===== config.mk =====
export PLATFORM = sky130hd
export DESIGN_NAME = branch_fsmd
export DESIGN_NICKNAME = d
export VERILOG_FILES = /design/src/rtl/fsmd_pkg.sv /design/src/rtl/fsmd_ctrl.sv /design/src/rtl/fsmd_alu.sv /design/src/rtl/fsmd_regs.sv /design/src/rtl/branch_fsmd.sv
export SDC_FILE = /design/constraint.sdc
export NUM_CORES = 1
export LEC_CHECK = 0
export ABC_AREA = 1
export BUFFER_PORTS_ARGS = -buffer_cell sky130_fd_sc_hd__buf_2
export CAP_MARGIN = 15
export CELL_PAD_IN_SITES_DETAIL_PLACEMENT = 1
export CELL_PAD_IN_SITES_GLOBAL_PLACEMENT = 1
export CORE_ASPECT_RATIO = 1.75
export CORE_MARGIN = 8
export CORE_UTILIZATION = 40
export CTS_BUF_LIST = sky130_fd_sc_hd__clkbuf_8
export DETAILED_ROUTE_END_ITERATION = 10
export GPL_TIMING_DRIVEN = 0
export PLACE_DENSITY = 0.93
export SETUP_SLACK_MARGIN = 0.4
export SLEW_MARGIN = 40
export SYNTH_ARGS = -nofsm -noshare
export SYNTH_HDL_FRONTEND = slang
export SYNTH_SLANG_ARGS = --single-unit
export TNS_END_PERCENT = 20

===== constraint.sdc =====
create_clock -name clk -period 3.63 [get_ports clk]
set_input_delay 1.089 -clock clk [delete_from_list [all_inputs] [get_ports clk]]
set_output_delay 1.089 -clock clk [all_outputs]
set_load 0.02 [all_outputs]

===== src/rtl/fsmd_pkg.sv =====
package fsmd_pkg;

  localparam int NREG  = 3;
  localparam int IDX_A = 0;
  localparam int IDX_B = 1;
  localparam int IDX_C = 2;
  localparam int SW    = 3;

  typedef enum logic [SW-1:0] {
    ST_0 = 3'd0,
    ST_1 = 3'd1,
    ST_2 = 3'd2,
    ST_3 = 3'd3,
    ST_4 = 3'd4,
    ST_5 = 3'd5
  } fsm_state_e;

  // Source select for one register's next value
  typedef enum logic [2:0] {
    SEL_KEEP     = 3'd0,
    SEL_EXT      = 3'd1,
    SEL_SUM_BC   = 3'd2,
    SEL_INC      = 3'd3,
    SEL_SUM_AB   = 3'd4,
    SEL_SUM_ABC1 = 3'd5,
    SEL_INV      = 3'd6
  } src_sel_e;

endpackage


===== src/rtl/fsmd_ctrl.sv =====
module fsmd_ctrl
  import fsmd_pkg::*;
(
  input  logic                      clk,
  input  logic                      rst_n,
  input  logic                      start,
  input  logic                      x_a,
  input  logic                      x_b,
  input  logic                      x_c,
  input  logic                      ld_valid,
  output logic                      ld_ready,
  output fsm_state_e                state,
  output src_sel_e [NREG-1:0]       sel,
  output logic                      done
);

  fsm_state_e state_nxt;

  assign ld_ready = (state == ST_0) && !start;

  always_comb begin
    state_nxt = state;
    for (int i = 0; i < NREG; i++) sel[i] = SEL_KEEP;
    case (state)
      ST_0: begin
        if (start) begin
          sel[IDX_A] = SEL_SUM_BC;
          state_nxt  = ST_1;
        end else if (ld_valid) begin
          for (int i = 0; i < NREG; i++) sel[i] = SEL_EXT;
        end
      end
      ST_1: begin
        if (x_a) begin
          sel[IDX_B] = SEL_SUM_BC;
          state_nxt  = ST_2;
        end else begin
          sel[IDX_A] = SEL_INC;
          state_nxt  = ST_4;
        end
      end
      ST_2: begin
        if (x_b) begin
          sel[IDX_C] = SEL_SUM_AB;
          state_nxt  = ST_5;
        end else begin
          sel[IDX_C] = SEL_INV;
          state_nxt  = ST_3;
        end
      end
      ST_3: begin
        if (x_c) sel[IDX_A] = SEL_SUM_BC;
        else     sel[IDX_C] = SEL_INV;
        state_nxt = ST_5;
      end
      ST_4: begin
        sel[IDX_B] = SEL_INV;
        if (!x_a && !x_c) sel[IDX_A] = SEL_SUM_ABC1;
        state_nxt = ST_5;
      end
      ST_5: state_nxt = ST_0;
      default: state_nxt = ST_0;
    endcase
  end

  always_ff @(posedge clk or negedge rst_n) begin
    if (!rst_n) begin
      state <= ST_0;
      done  <= 1'b0;
    end else begin
      state <= state_nxt;
      done  <= (state == ST_5);
    end
  end

endmodule


===== src/rtl/fsmd_alu.sv =====
module fsmd_alu
  import fsmd_pkg::*;
#(
  parameter int W = 8
) (
  input  logic [NREG-1:0][W-1:0] cur,
  input  logic [NREG-1:0][W-1:0] ext,
  input  src_sel_e [NREG-1:0]    sel,
  output logic [NREG-1:0][W-1:0] nxt,
  output logic [NREG-1:0]        wr
);

  localparam logic [W-1:0] ONE = W'(1);

  logic [W-1:0] sum_bc;
  logic [W-1:0] sum_ab;
  logic [W-1:0] sum_abc1;

  assign sum_bc   = cur[IDX_B] + cur[IDX_C];
  assign sum_ab   = cur[IDX_A] + cur[IDX_B];
  assign sum_abc1 = cur[IDX_A] + cur[IDX_B] + cur[IDX_C] + ONE;

  for (genvar i = 0; i < NREG; i++) begin : g_lane
    always_comb begin
      wr[i]  = 1'b1;
      nxt[i] = cur[i];
      case (sel[i])
        SEL_EXT:      nxt[i] = ext[i];
        SEL_SUM_BC:   nxt[i] = sum_bc;
        SEL_INC:      nxt[i] = cur[i] + ONE;
        SEL_SUM_AB:   nxt[i] = sum_ab;
        SEL_SUM_ABC1: nxt[i] = sum_abc1;
        SEL_INV:      nxt[i] = ~cur[i];
        default:      wr[i]  = 1'b0;
      endcase
    end
  end

endmodule


===== src/rtl/fsmd_regs.sv =====
module fsmd_regs
  import fsmd_pkg::*;
#(
  parameter int W = 8
) (
  input  logic                   clk,
  input  logic                   rst_n,
  input  logic [NREG-1:0]        wr,
  input  logic [NREG-1:0][W-1:0] nxt,
  output logic [NREG-1:0][W-1:0] q
);

  for (genvar i = 0; i < NREG; i++) begin : g_reg
    always_ff @(posedge clk or negedge rst_n) begin
      if (!rst_n)     q[i] <= '0;
      else if (wr[i]) q[i] <= nxt[i];
    end
  end

endmodule


===== src/rtl/branch_fsmd.sv =====
module branch_fsmd
  import fsmd_pkg::*;
#(
  parameter int W = 8
) (
  input  logic         clk,
  input  logic         rst_n,
  input  logic         start,
  input  logic         x_a,
  input  logic         x_b,
  input  logic         x_c,
  input  logic         ld_valid,
  output logic         ld_ready,
  input  logic [W-1:0] ld_a,
  input  logic [W-1:0] ld_b,
  input  logic [W-1:0] ld_c,
  output logic [W-1:0] reg_a,
  output logic [W-1:0] reg_b,
  output logic [W-1:0] reg_c,
  output logic [2:0]   state_o,
  output logic         done
);

  fsm_state_e             state;
  src_sel_e [NREG-1:0]    sel;
  logic [NREG-1:0][W-1:0] cur;
  logic [NREG-1:0][W-1:0] ext;
  logic [NREG-1:0][W-1:0] nxt;
  logic [NREG-1:0]        wr;

  assign ext[IDX_A] = ld_a;
  assign ext[IDX_B] = ld_b;
  assign ext[IDX_C] = ld_c;

  fsmd_ctrl u_ctrl (
    .clk      (clk),
    .rst_n    (rst_n),
    .start    (start),
    .x_a      (x_a),
    .x_b      (x_b),
    .x_c      (x_c),
    .ld_valid (ld_valid),
    .ld_ready (ld_ready),
    .state    (state),
    .sel      (sel),
    .done     (done)
  );

  fsmd_alu #(.W(W)) u_alu (
    .cur (cur),
    .ext (ext),
    .sel (sel),
    .nxt (nxt),
    .wr  (wr)
  );

  fsmd_regs #(.W(W)) u_regs (
    .clk   (clk),
    .rst_n (rst_n),
    .wr    (wr),
    .nxt   (nxt),
    .q     (cur)
  );

  assign reg_a   = cur[IDX_A];
  assign reg_b   = cur[IDX_B];
  assign reg_c   = cur[IDX_C];
  assign state_o = state;

endmodule


==> results.sh <==
export IMPL_path_max_fanout=6
export IMPL_cp_cell_sequence="ha_1 -> or2_2 -> and2_1 -> nand3_1 -> nand3_1 -> xor2_1 -> ha_1 -> nand2_1 -> inv_1 -> nand4_1 -> nand3_1 -> or2_2 -> nand3_1 -> nand4_1 -> nand2_1 -> nand2_1"
export IMPL_remaining_drc_errors=0
export IMPL_fin_crit_sh=0.831
export IMPL_placementRows=40
export IMPL_rr_endpoint="u_regs.q[6]"
export IMPL_synthArstFlopShare=1.00
export IMPL_clk_latency_ns=0.31
export IMPL_die_w_um=79.2
export IMPL_wl_per_cell_um=19.2
export IMPL_syn_instance_count=413
export IMPL_yosys_top_cells_area="dfrtp_1 25%, nand2_1 14%, ha_1 10%, inv_1 7.4%, nand3_1 7.2%"
export IMPL_grt_overflow=0
export IMPL_synth_seq_cells=28
export IMPL_grt_pass1_vias=3625
export IMPL_die_h_um=127
export IMPL_r2r_slack_ns=0.61
export IMPL_finalWorstSetupSlack_ns=0.614
export IMPL_outcome="finished, final reports clean"
export IMPL_ios=60
export IMPL_dominantRegCellSynth="dfrtp_1"
export IMPL_fmax_mhz=332
export IMPL_path_buf_inv=1
export IMPL_cts_tree="built"
export IMPL_postLayoutCellArea_um2=3290
export IMPL_initialDrtViolationCount=148
export IMPL_pre_cts_ws_ns=0.622
export IMPL_place_congestion=0.881
export IMPL_seq_area_frac_synth=0.250
export IMPL_num_antenna_cells=0
export IMPL_yosys_warnings=0
export IMPL_hold_end="u_regs.q[7]"
export IMPL_rsz0062_at_grt="no"
export IMPL_syn_nets=470
export IMPL_critPathCaptureType="flip-flop"
export IMPL_initial_core_util=0.411
export IMPL_hold_viol=0
export IMPL_portBuffers=59
export IMPL_cts_path_max_buffers=2
export IMPL_numCtsBuffers=3
export IMPL_crit_path_start_kind="flip-flop"
export IMPL_cpMaxStageDelayCell="dfrtp_1"
export IMPL_routed_wl_mm=10.8
export IMPL_critPathKind="reg2reg"
export IMPL_nFillCells=945
export IMPL_hold_path_depth=2
export IMPL_grt_usage=0.218
export IMPL_slew_headroom=0.536
export IMPL_hpwlAfterDp_mm=8.45
export IMPL_antenna_left=0
export IMPL_grt_pass1_wl_mm=17.3
export IMPL_clock_skew_ns=0.0125
export IMPL_period_needed_ns=3.02
export IMPL_vias=3158
export IMPL_setup_viol=0
export IMPL_synth_cell_type_count=40
export IMPL_drive_gt1_frac=0.218
export IMPL_reg2reg_depth=16
export IMPL_critical_path_required_ns=3.83
export IMPL_root_buffer="clkbuf_8"
export IMPL_syn_avg_cell_area_um2=6.78
export IMPL_areaGrowthSynthToFinish_pct=17.7
export IMPL_clock_sinks=28
export IMPL_slew_violations=0
export IMPL_yosys_area_top_type="dfrtp_1"
export IMPL_core_um2=6810
export IMPL_worstReg2RegStart="u_regs.q[2]"
export IMPL_ctsHtreeMaxLevel=1
export IMPL_via_per_inst=5.62
export IMPL_maxCapViolCount=0
export IMPL_drtPass1Iterations=4
export IMPL_synthDominantCellAreaShare=0.250
export IMPL_clk_pin_slew_worst_paths_ns=0.11
export IMPL_nets=536
export IMPL_hold_start="u_regs.q[7]"
export IMPL_synth_edf_count=0
export IMPL_ctsHoldBuffers=0
export IMPL_path_delay_family="simple AND/OR/NAND/NOR gates"
export IMPL_crit_path_frequent_cell="nand3_1"
export IMPL_setup_tns_ns=0
export IMPL_synthesis_area_um2=2800
export IMPL_arrival_ns=3.22
export IMPL_grt_antenna_before_repair=0
export IMPL_worstMarginPinSlew_ns=0.696
export IMPL_hp_class="reg2reg"
export IMPL_cpPeakStageDelay_ns=0.48
export IMPL_grt_start_max_net_pins=29
export IMPL_dieArea_um2=10000
export IMPL_place_area_um2=3200
==> flip-flops by register name, indices dropped and copies added (netlist names) <==
register,cells
u_ctrl.state,3
u_ctrl.done,1
u_regs.q,24
==> placed cells by master, fill, tap and decap left out, types with 2 or more instances in the layout <==
cell type    n
o21ai_1      7
o22ai_1      7
nand2_1    106
a21oi_1     27
and2_1       2
xor2_1       9
nand3_1     40
buf_4        3
nor2_4       3
nor2_1      29
nand2_4      2
nor3_4       2
nor3_1       2
o211ai_1     2
buf_2       62
o21ai_0     20
nand3b_1     3
dfrtp_2      3
dfrtp_1     25
fa_1         3
or2_2        6
inv_2        4
clkbuf_8     3
nand4_1      7
nand2_2      4
nor2_2       4
inv_1       55
ha_1        23
==> stage by stage <==
step           instances  hold slack (ns)   util
2_1_floorplan        413            0.644      -
5_1_grt              562            0.648  0.484
3_3_place_gp         556            0.561  0.470
3_5_place_dp         556            0.587  0.470
4_1_cts              560            0.617  0.481
6_report             562            0.630  0.484
==> tightest hold or removal path, cell delays in order, from the launching register on <==
cell	delay [ns]
dfrtp_1	0.47
nand2_1	0.10
nand2_1	0.04
==> cells by family after synthesis <==
| logic type | count (synthesis) | synth area share |
|---|---|---|
| and+or+nand+nor | 212 | 0.357 |
| AOI/OAI and AO/OA | 71 | 0.143 |
| buffers and inverters | 66 | 0.0943 |
| DFF | 28 | 0.250 |
| adders and majority gates | 26 | 0.124 |
| xor gates and xnor gates | 10 | 0.0313 |
==> cell type report <==
type | count | area (um2) | share of cell area
Multi-Input combinational cell | 319 | 1840 | 0.558
Sequential cell | 28 | 704 | 0.214
Tap cell | 84 | 105 | 0.0319
Clock inverter | 1 | 30.0 | 0.00912
Clock buffer | 3 | 41.3 | 0.0125
Inverter | 62 | 241 | 0.0733
Buffer | 4 | 22.5 | 0.00684
Timing Repair Buffer | 61 | 310 | 0.0942
==> worst max-delay path by stage <==
stage / start / end / slack (ns) / cells after the start
after CTS: u_regs.q[2] / u_regs.q[6] / 0.60 / 16
after global routing: u_regs.q[0] / u_regs.q[7] / 0.42 / 21
after floorplan: u_regs.q[8] / u_regs.q[7] / 0.84 / 21
after detailed placement: u_regs.q[2] / u_regs.q[6] / 0.62 / 16
final: u_regs.q[2] / u_regs.q[6] / 0.61 / 16
after global placement: u_regs.q[0] / u_regs.q[7] / 0.73 / 21
==> synth_stat cells, types with 7 or more instances <==
cell / n
xor2_1: 9
a21oi_1: 27
nor2_1: 29
inv_1: 55
o21ai_0: 20
nand3_1: 40
nand4_1: 7
nand2_1: 106
o22ai_1: 7
o21ai_1: 7
ha_1: 23
dfrtp_1: 28
==> routing by layer <==
metal  GRT usage  wire, um  up-vias
li1            -         -     1491
met1       0.203      3720     1513
met2       0.404      5840      108
met3      0.0325       506       46
met4       0.169       706        0
met5           0         0        -
==> timing repair <==
item | in CTS | in global routing
setup endpoints to repair | 0 | 1
buffers inserted | 0 | 2
resized for setup | 0 | 4
Power is left out: the tool's default activity adds up to more than one toggle a clock period on the data nets, which glitch-free logic cannot reach.
